File: src/rtl/hbg_pkg.sv
package hbg_pkg;
  typedef enum logic [1:0] {
    PH_IDLE = 2'd0,
    PH_DEAD = 2'd1,
    PH_HI   = 2'd2,
    PH_LO   = 2'd3
  } hbg_phase_e;
endpackage

File: src/rtl/hbg_setting_calc.sv
module hbg_setting_calc #(
  parameter int CNT_W        = 8,
  parameter int PERIOD_MIN   = 8,
  parameter int DUTY_MIN_PCT = 84
) (
  input  logic [CNT_W-1:0] period_raw,
  input  logic [CNT_W-1:0] duty_raw,
  output logic [CNT_W-1:0] last_tick,
  output logic [CNT_W-1:0] hi_start,
  output logic [CNT_W-1:0] hi_stop,
  output logic [CNT_W-1:0] lo_start,
  output logic [CNT_W-1:0] lo_stop
);
  localparam int PW = CNT_W + 8;
  localparam logic [CNT_W-1:0] PMIN = CNT_W'(PERIOD_MIN);

  logic [CNT_W-1:0] p, dmax, dmin_raw, dlo, d, on_t, h_hi, h_lo, lead_hi, lead_lo;
  logic [PW-1:0]    prod;

  always_comb begin
    p        = (period_raw < PMIN) ? PMIN : period_raw;
    dmax     = p - CNT_W'(2);
    prod     = PW'(p) * PW'(DUTY_MIN_PCT) + PW'(99);
    dmin_raw = CNT_W'(prod / PW'(100));
    dlo      = (dmin_raw > dmax) ? dmax : dmin_raw;
    if (duty_raw < dlo)       d = dlo;
    else if (duty_raw > dmax) d = dmax;
    else                      d = duty_raw;
    on_t     = d >> 1;
    h_hi     = p >> 1;
    h_lo     = p - h_hi;
    lead_hi  = (h_hi - on_t) >> 1;
    lead_lo  = (h_lo - on_t) >> 1;
    last_tick = p - CNT_W'(1);
    hi_start  = lead_hi;
    hi_stop   = lead_hi + on_t;
    lo_start  = h_hi + lead_lo;
    lo_stop   = h_hi + lead_lo + on_t;
  end
endmodule

File: src/rtl/hbg_tick_counter.sv
module hbg_tick_counter #(
  parameter int CNT_W = 8
) (
  input  logic             clk,
  input  logic             rst_n,
  input  logic             en,
  input  logic [CNT_W-1:0] nxt_last,
  input  logic [CNT_W-1:0] nxt_hi_start,
  input  logic [CNT_W-1:0] nxt_hi_stop,
  input  logic [CNT_W-1:0] nxt_lo_start,
  input  logic [CNT_W-1:0] nxt_lo_stop,
  output logic             run,
  output logic [CNT_W-1:0] tick,
  output logic [CNT_W-1:0] cur_hi_start,
  output logic [CNT_W-1:0] cur_hi_stop,
  output logic [CNT_W-1:0] cur_lo_start,
  output logic [CNT_W-1:0] cur_lo_stop
);
  logic [CNT_W-1:0] cur_last;
  logic             wrap;

  assign wrap = !run || (tick == cur_last);

  always_ff @(posedge clk or negedge rst_n) begin
    if (!rst_n) begin
      run          <= 1'b0;
      tick         <= '0;
      cur_last     <= '0;
      cur_hi_start <= '0;
      cur_hi_stop  <= '0;
      cur_lo_start <= '0;
      cur_lo_stop  <= '0;
    end else if (!en) begin
      run  <= 1'b0;
      tick <= '0;
    end else if (wrap) begin
      run          <= 1'b1;
      tick         <= '0;
      cur_last     <= nxt_last;
      cur_hi_start <= nxt_hi_start;
      cur_hi_stop  <= nxt_hi_stop;
      cur_lo_start <= nxt_lo_start;
      cur_lo_stop  <= nxt_lo_stop;
    end else begin
      tick <= tick + CNT_W'(1);
    end
  end
endmodule

File: src/rtl/hbg_phase_decode.sv
module hbg_phase_decode
  import hbg_pkg::*;
#(
  parameter int CNT_W = 8
) (
  input  logic             run,
  input  logic [CNT_W-1:0] tick,
  input  logic [CNT_W-1:0] hi_start,
  input  logic [CNT_W-1:0] hi_stop,
  input  logic [CNT_W-1:0] lo_start,
  input  logic [CNT_W-1:0] lo_stop,
  output hbg_phase_e       phase
);
  always_comb begin
    if (!run)                                  phase = PH_IDLE;
    else if (tick >= hi_start && tick < hi_stop) phase = PH_HI;
    else if (tick >= lo_start && tick < lo_stop) phase = PH_LO;
    else                                       phase = PH_DEAD;
  end
endmodule

File: src/rtl/hb_gate_gen.sv
module hb_gate_gen
  import hbg_pkg::*;
#(
  parameter int CNT_W        = 8,
  parameter int PERIOD_MIN   = 8,
  parameter int DUTY_MIN_PCT = 84
) (
  input  logic             clk,
  input  logic             rst_n,
  input  logic             en,
  input  logic [CNT_W-1:0] period_cnt,
  input  logic [CNT_W-1:0] duty_cnt,
  output logic             gate_hi,
  output logic             gate_lo,
  output logic             period_start
);
  logic [CNT_W-1:0] n_last, n_hs, n_he, n_ls, n_le;
  logic [CNT_W-1:0] c_hs, c_he, c_ls, c_le, tick;
  logic             run;
  hbg_phase_e       phase;

  hbg_setting_calc #(
    .CNT_W(CNT_W), .PERIOD_MIN(PERIOD_MIN), .DUTY_MIN_PCT(DUTY_MIN_PCT)
  ) u_calc (
    .period_raw(period_cnt), .duty_raw(duty_cnt),
    .last_tick(n_last), .hi_start(n_hs), .hi_stop(n_he),
    .lo_start(n_ls), .lo_stop(n_le)
  );

  hbg_tick_counter #(.CNT_W(CNT_W)) u_cnt (
    .clk(clk), .rst_n(rst_n), .en(en),
    .nxt_last(n_last), .nxt_hi_start(n_hs), .nxt_hi_stop(n_he),
    .nxt_lo_start(n_ls), .nxt_lo_stop(n_le),
    .run(run), .tick(tick),
    .cur_hi_start(c_hs), .cur_hi_stop(c_he),
    .cur_lo_start(c_ls), .cur_lo_stop(c_le)
  );

  hbg_phase_decode #(.CNT_W(CNT_W)) u_dec (
    .run(run), .tick(tick),
    .hi_start(c_hs), .hi_stop(c_he), .lo_start(c_ls), .lo_stop(c_le),
    .phase(phase)
  );

  assign gate_hi      = (phase == PH_HI);
  assign gate_lo      = (phase == PH_LO);
  assign period_start = run && (tick == '0);
endmodule

File: config.mk
export PLATFORM = sky130hd
export DESIGN_NAME = hb_gate_gen
export DESIGN_NICKNAME = d
export VERILOG_FILES = /design/src/rtl/hbg_pkg.sv /design/src/rtl/hbg_setting_calc.sv /design/src/rtl/hbg_tick_counter.sv /design/src/rtl/hbg_phase_decode.sv /design/src/rtl/hb_gate_gen.sv
export SDC_FILE = /design/constraint.sdc
export NUM_CORES = 1
export LEC_CHECK = 0
export BUFFER_PORTS_ARGS = -buffer_cell sky130_fd_sc_hd__buf_2
export CAP_MARGIN = 20
export CORE_MARGIN = 5
export CORE_UTILIZATION = 25
export DETAILED_ROUTE_END_ITERATION = 8
export PLACE_DENSITY_LB_ADDON = 0.12
export RECOVER_POWER = 50
export SLEW_MARGIN = 0
export SYNTH_ARGS = -nofsm -noshare
export SYNTH_HDL_FRONTEND = slang
export SYNTH_SLANG_ARGS = --single-unit
File: constraint.sdc
create_clock -name clk -period 2.3 [get_ports clk]
set_clock_uncertainty 0.2 [all_clocks]
set_input_delay 0.115 -clock clk [delete_from_list [all_inputs] [get_ports clk]]
set_output_delay 0.115 -clock clk [all_outputs]
set_load 0.02 [all_outputs]
==> qor.yml, run 1 <==
hold_path:
  hold_depth: 4
  holdCritPathClass: "primary input to flop"
  min_to: "u_cnt.cur_last[5]"
  hp-start: "period_cnt[5]"
status:
  outcome: "finished with violations"
  violations: "negative setup slack"
worst_setup_path:
  cp.required_ns: 2.29
  r2r_slack_ns: 0.08
  crit_type: "primary input to flop"
  cp-end-kind: "flop"
  crit_path_start_kind: "primary input"
  slowest_delay_ns: 0.58
  r2r_end: "u_cnt.cur_lo_stop[7]"
  cp.arrival_ns: 14.17
  rr_worst_depth: 10
  cpMostUsedCell: "ha_4"
  critical-path-slowest-cell: "or4_4"
  path_max_fanout: 5
  reg2reg_from: "u_cnt.tick[2]"
logic_synthesis:
  yosysUniqueCellTypes: 109
  ys_ff_latch: 48
  postSynthAreaPerCell_um2: 8.16
  synthFlopType: "dfrtp_1"
  synth_nets: 1157
  synth_edf_count: 0
  yosys_warnings: 0
  synthArstFlopShare: 1.00
  synth_area_um2: 8170
  yosysSeqAreaShare: 0.147
  syn_inst: 1001
routing:
  drt_iter0_drc: 302
  wl_per_cell_um: 14.4
  route.detailed.drc: 0
  drtAntennaViolNets: 0
  dr_total_vias: 8363
  dr.pass1.iters: 4
  viasPerCell: 4.63
  routed_wl_mm: 26.1
timing:
  timing.final.crit_share: 6.17
  slew_headroom: 0.171
  worstMarginPinSlew_ns: 1.24
  rsz0062_at_grt: "yes"
  post-route-min-period_ns: 14.18
  timing.fmax_mhz: 70.5
  whs_ns: 0.162
  hold_violations: 0
  setup_tns_ns: -338.41
  finalMaxSlewViolations: 0
  fin_ws_ns: -11.88
  finalSetupViolCount: 33
cts:
  root_buffer: "clkbuf_16"
  numCtsBuffers: 5
  clock_latency_ns: 0.29
  cts_tree: "done"
  cts.clk_slew.worst_paths_ns: 0.07
  cts_sinks: 48
  htree_num_levels: 2
  cts_buffer_depth: 2
final_layout:
  final_common_cell: "buf_4"
  nNetsFinal: 1519
  drive_gt1_frac: 0.471
  syn_to_final_growth_pct: 60.9
  final_cell_mix: "buf_4 (329), ha_1 (95), inv_1 (77)"
floorplan:
  fp.dieH_um: 191
  fp.coreArea_um2: 32400
  die_area_um2: 36400
  die_w_um: 191
  ios: 22
  initial_utilization: 0.252
  num_rows: 66
grt:
  grt_pass1_vias: 8598
  track_usage: 0.142
  grt_pass1_wl_mm: 43.0
  grt.busiest_layer: "met2"
  gr-total-overflow: 0
  grt.met3_usage: 0.0101
  grt_util_met1: 0.181
  met2_usage: 0.268
  grt_max_degree: 49
  antenna_found_initial: 3
placed_design:
  gp_congestion: 0.825
  dp_hpwl_mm: 21.7
  io_buffers: 21
  pre_cts_slack_ns: -12.62
job:
  maxCapViolCount: 0
Yosys cell counts, types with 18 or more instances:
master	number	area (um^2)
ha_1	124	1550
inv_1	92	345
nand2_1	79	297
nor2_1	70	263
o21ai_0	70	350
a21oi_1	53	265
xnor2_1	50	438
dfrtp_1	48	1200
nand3_1	22	110
xor2_1	22	193
clkbuf_1	19	71.3
nor2b_1	19	119
nand2b_1	18	113
final cells by class:
type	instances	area [um^2]
clock buffer	6	139
tap	442	553
antenna	1	2.50
sequential	48	1200
fill	3292	19200
inverter	96	389
clock inverter	2	17.5
timing repair buffer	381	2970
multi-input combinational	831	7870
how the worst max path moves through the flow:
stage | slack [ns] | depth (start not counted) | endpoint | from
4_1_cts | -11.79 | 76 | u_cnt.cur_lo_stop[7] | period_cnt[5]
2_1_floorplan | -12.26 | 76 | u_cnt.cur_lo_stop[5] | period_cnt[7]
3_5_place_dp | -12.62 | 72 | u_cnt.cur_lo_stop[5] | period_cnt[5]
5_1_grt | -12.60 | 78 | u_cnt.cur_lo_stop[7] | period_cnt[6]
3_3_place_gp | -12.41 | 73 | u_cnt.cur_lo_stop[7] | period_cnt[6]
6_report | -11.88 | 74 | u_cnt.cur_lo_stop[5] | period_cnt[3]
worst max-delay path: cells and delay by family:
| kind | cells | cell delay, ns |
|---|---|---|
| xor gates and xnor gates | 4 | 0.68 |
| buffers and inverters | 8 | 0.90 |
| muxes | 2 | 0.59 |
| AOI/OAI and AO/OA | 29 | 5.27 |
| and+or+nand+nor | 20 | 3.54 |
| adders and majority gates | 11 | 3.04 |
sequential cells by signal, summed over array words and instances (netlist names):
| name | flops |
|---|---|
| u_cnt.cur_hi_start | 7 |
| u_cnt.cur_lo_stop | 8 |
| u_cnt.cur_lo_start | 8 |
| u_cnt.run | 1 |
| u_cnt.cur_hi_stop | 8 |
| u_cnt.cur_last | 8 |
| u_cnt.tick | 8 |
cell families (layout without fill, tap and decap cells):
family | after synthesis | count (layout) | share of synthesized area
DFF | 48 | 48 | 0.147
buffers and inverters | 122 | 485 | 0.0583
and+or+nand+nor | 306 | 306 | 0.195
muxes | 19 | 19 | 0.0236
xor gates and xnor gates | 75 | 75 | 0.0859
adders and majority gates | 138 | 138 | 0.223
AOI/OAI and AO/OA | 293 | 293 | 0.267
other | 0 | 1 | 0
per-layer routing:
metal	vias to the layer above	routed length, um
met1	3940	11800
met5	-	40
met4	6	278
met3	20	375
li1	4355	-
met2	42	13600
through the flow:
stage	utilization	area [um^2]	instances
after global routing	0.406	13100	1806
after global placement	0.357	11600	1754
after CTS	0.391	12700	1800
after detailed placement	0.357	11600	1754
final	0.406	13100	1807
after floorplan	-	8640	1001
what timing repair did:
action,CTS,global route
hold endpoints to repair,50,0
resized for setup,138,94
endpoints found under the setup margin,34,34
buffers inserted,38,19
pin swaps,92,76
hold buffers,2,0
Power of run 1 is not shown: default switching activity piles up to over one toggle a cycle in this logic, so the estimate is an artifact.
==> run 2, diff against run 1 <==
Settings changed: SYNTH_HIERARCHICAL set to 1.
==> run 2 against run 1 <==
Compared with the run above:
- the flow still finishes with violations (negative setup slack)
- clock-buffer cell count decreased by 1
- critical path depth increased by 3
- maximum frequency decreased by 6.3%
- global-route usage increased by 1.0 points
- via count increased by 20%
- cell area increased by 13%
- worst setup slack got worse by 0.95 ns
- cell count increased by 12%
- critical endpoint is now u_cnt/cur_lo_stop[7]
==> qor.yml, run 2 <==
worst_setup_path:
  cp.required_ns: 2.27  # -0.02 ns
  cpMostUsedCell: "ha_4"
  slowest_delay_ns: 0.58  # about the same
  crit_path_start_kind: "primary input"
  startpoint: "period_cnt[5]"
  path_max_fanout: 5  # unchanged
  cp.arrival_ns: 15.10  # +0.93 ns
  critical-path-slowest-cell: "or4_4"
  crit_type: "primary input to flop"
  reg2reg_from: "u_cnt/tick[3]"
  cp-end-kind: "flop"
routing:
  wl_per_cell_um: 16.0  # +11%
  dr_total_vias: 9995  # +20%
  drt_iter0_drc: 366  # +21%
  dr.pass1.iters: 5  # +1
  drtAntennaViolNets: 0  # unchanged
  route.detailed.drc: 0  # unchanged
  viasPerCell: 4.94  # +6.7%
  routed_wl_mm: 32.4  # +24%
logic_synthesis:
  yosys.area.top_type: "ha_1"
  synthFlopType: "dfrtp_1"
  synth_edf_count: 0  # unchanged
  ys_ff_latch: 49  # +2.1%
  synthTopCellsByCount: "ha_1 (124), nand2_1 (107), a21oi_1 (89), inv_1 (89), nor2_1 (64)"
  yosysSeqAreaShare: 0.134  # -0.0134
  syn_inst: 1173  # +17%
  yosys_warnings: 6  # +6
  yosysTopAreaCellShare: 0.169  # -0.0208
  postSynthAreaPerCell_um2: 7.83  # -4.1%
  synth_area_um2: 9180  # +12%
  yosys-top-cells-area: "ha_1 (17%), dfrtp_1 (13%), a21oi_1 (4.9%), nand2_1 (4.4%), xnor2_1 (4.2%)"
  synthArstFlopShare: 1.00  # unchanged
  yosys.cell_count.top_type: "ha_1"
  yosysUniqueCellTypes: 111  # +1.8%
  synth_nets: 1329  # +15%
final_layout:
  fillers: 3700  # +12%
  drive_gt1_frac: 0.473  # +0.00233
  nNetsFinal: 1711  # +13%
  diodes: 0  # -1
  syn_to_final_growth_pct: 61.8
  final_cell_mix: "buf_4 (364), nand2_1 (99), ha_1 (92)"
  final_common_cell: "buf_4"
timing:
  timing.fmax_mhz: 66.1  # -6.3%
  worstMarginPinSlew_ns: 1.28  # +0.0368 ns
  hold_violations: 0  # unchanged
  rsz0062_at_grt: "yes"
  post-route-min-period_ns: 15.13  # +0.947 ns
  finalSetupViolCount: 33  # unchanged
  setup_tns_ns: -361.22  # -22.81 ns
  fin_ws_ns: -12.83  # -0.947 ns
  timing.final.crit_share: 6.58  # +0.412
  slew_headroom: 0.147  # -0.0245
  finalMaxSlewViolations: 0  # unchanged
placed_design:
  pre_cts_slack_ns: -13.51  # -0.895 ns
  dp_hpwl_mm: 25.5  # +18%
  gp_congestion: 0.846  # +2.5%
  io_buffers: 21  # unchanged
grt:
  grt_pass1_vias: 10074  # +17%
  antenna_found_initial: 0  # -3
  grt_util_met1: 0.202  # +0.0213
  gr-total-overflow: 0  # unchanged
  grt.met3_usage: 0.00790  # -0.00217
  track_usage: 0.153  # +0.0103
  met2_usage: 0.280  # +0.0127
  grt.busiest_layer: "met2"
  grt_pass1_wl_mm: 52.2  # +21%
  grt_max_degree: 46  # -6.1%
floorplan:
  initial_utilization: 0.252  # -0.000512
  ios: 22  # unchanged
  die_w_um: 202  # +5.7%
  fp.dieH_um: 202  # +5.7%
  die_area_um2: 40600  # +12%
  num_rows: 70  # +6.1%
  fp.coreArea_um2: 36400  # +13%
cts:
  cts_buffer_depth: 2  # unchanged
  cts_sinks: 49  # +2.1%
  root_buffer: "clkbuf_16"
  cts.clk_slew.worst_paths_ns: 0.07  # about the same
  cts_tree: "done"
  numCtsBuffers: 5  # unchanged
  htree_num_levels: 2  # unchanged
  clock_latency_ns: 0.30  # about the same
status:
  outcome: "finished with violations"
  violations: "negative setup slack"
hold_path:
  hp-start: "en"
  holdCritPathClass: "primary input to flop"
job:
  maxCapViolCount: 0  # unchanged
run 2: changes by cell type after synthesis, moves of 6 or more:
cell	delta
nand4_1	+41
nand2_1	+28
nand3_1	+6
a21o_1	+9
o211ai_1	+38
nor2_1	-6
clkbuf_1	+17
nand2b_1	-7
xnor2_1	-6
a21oi_2	+6
a21oi_1	+36
nor3_1	+11
nor2b_1	+36
o21ai_0	-40
run 2: through the flow:
step                hold slack, ns  cells  utilization  area [um^2]
detailed placement         -0.0461   1961        0.353        12900
finish                      0.0188   2024        0.408        14900
global placement           -0.0497   1961        0.353        12900
floorplan                   -0.381   1173            -         9730
global route                0.0381   2024        0.408        14900
CTS                         0.0101   2006        0.384        14000
run 2: final timing paths:
path | cells after the start | slack (ns) | endpoint
worst max-delay path | 77 | -12.83 | u_cnt/cur_lo_stop[7]
worst min-delay path | 3 | 0.02 | u_cnt/cur_lo_stop[3]
worst max register to register | 7 | 0.12 | u_cnt/cur_hi_start[0]
worst min register to register | 2 | 0.37 | u_cnt/cur_lo_stop[3]
max in group asynchronous | 3 | 0.32 | u_cnt/cur_last[2]
min in group asynchronous | 2 | 0.42 | u_cnt/run
run 2: layout make-up:
| type | count | area [um^2] | share of cell area |
|---|---|---|---|
| clock buffers | 5 | 125 | 0.00843 |
| clock inverters | 3 | 65.1 | 0.00438 |
| repair buffers | 423 | 3330 | 0.224 |
| multi-input cells | 985 | 9170 | 0.617 |
| well taps | 468 | 586 | 0.0394 |
| inverters | 91 | 350 | 0.0236 |
| flip-flops and latches | 49 | 1230 | 0.0828 |
run 2: repair_timing:
action / 4_1_cts / 5_1_grt
hold buffers: 1 / 0
hold endpoints to repair: 21 / 0
cloned: 1 / 0
pin swaps: 78 / 126
setup buffers: 37 / 24
resized for setup: 125 / 136
endpoints found under the setup margin: 33 / 35
run 2: per-layer routing:
metal | part of all wire | wire length, um | up-vias
met1 | 0.46 | 14900 | 4835
met5 | 0 | 0 | -
met4 | 0.0072 | 233 | 0
li1 | - | - | 5070
met2 | 0.52 | 16900 | 71
met3 | 0.010 | 338 | 19
run 2: critical path: cells and delay by family:
kind                     cells  cell delay (ns)
AND/OR/NAND/NOR             21             4.22
XOR/XNOR                     4             0.59
buffers and inverters        8             0.82
adder cells (fa/ha/maj)     11             3.04
multiplexers                 1             0.19
AO/OA/AOI/OAI               32             6.10
run 2: cells by family (layout without fill, tap and decap cells):
family                     after synthesis  after routing  share of synthesized area
and+or+nand+nor                        414            414                      0.238
AOI/OAI and AO/OA                      340            341                      0.272
buffers and inverters                  140            522                     0.0637
adders and majority gates              139            139                      0.200
xor gates and xnor gates                71             71                     0.0710
DFF                                     49             49                      0.134
muxes                                   19             19                     0.0215
other                                    1              1                   0.000409
Power of run 2 is left out for the same reason.
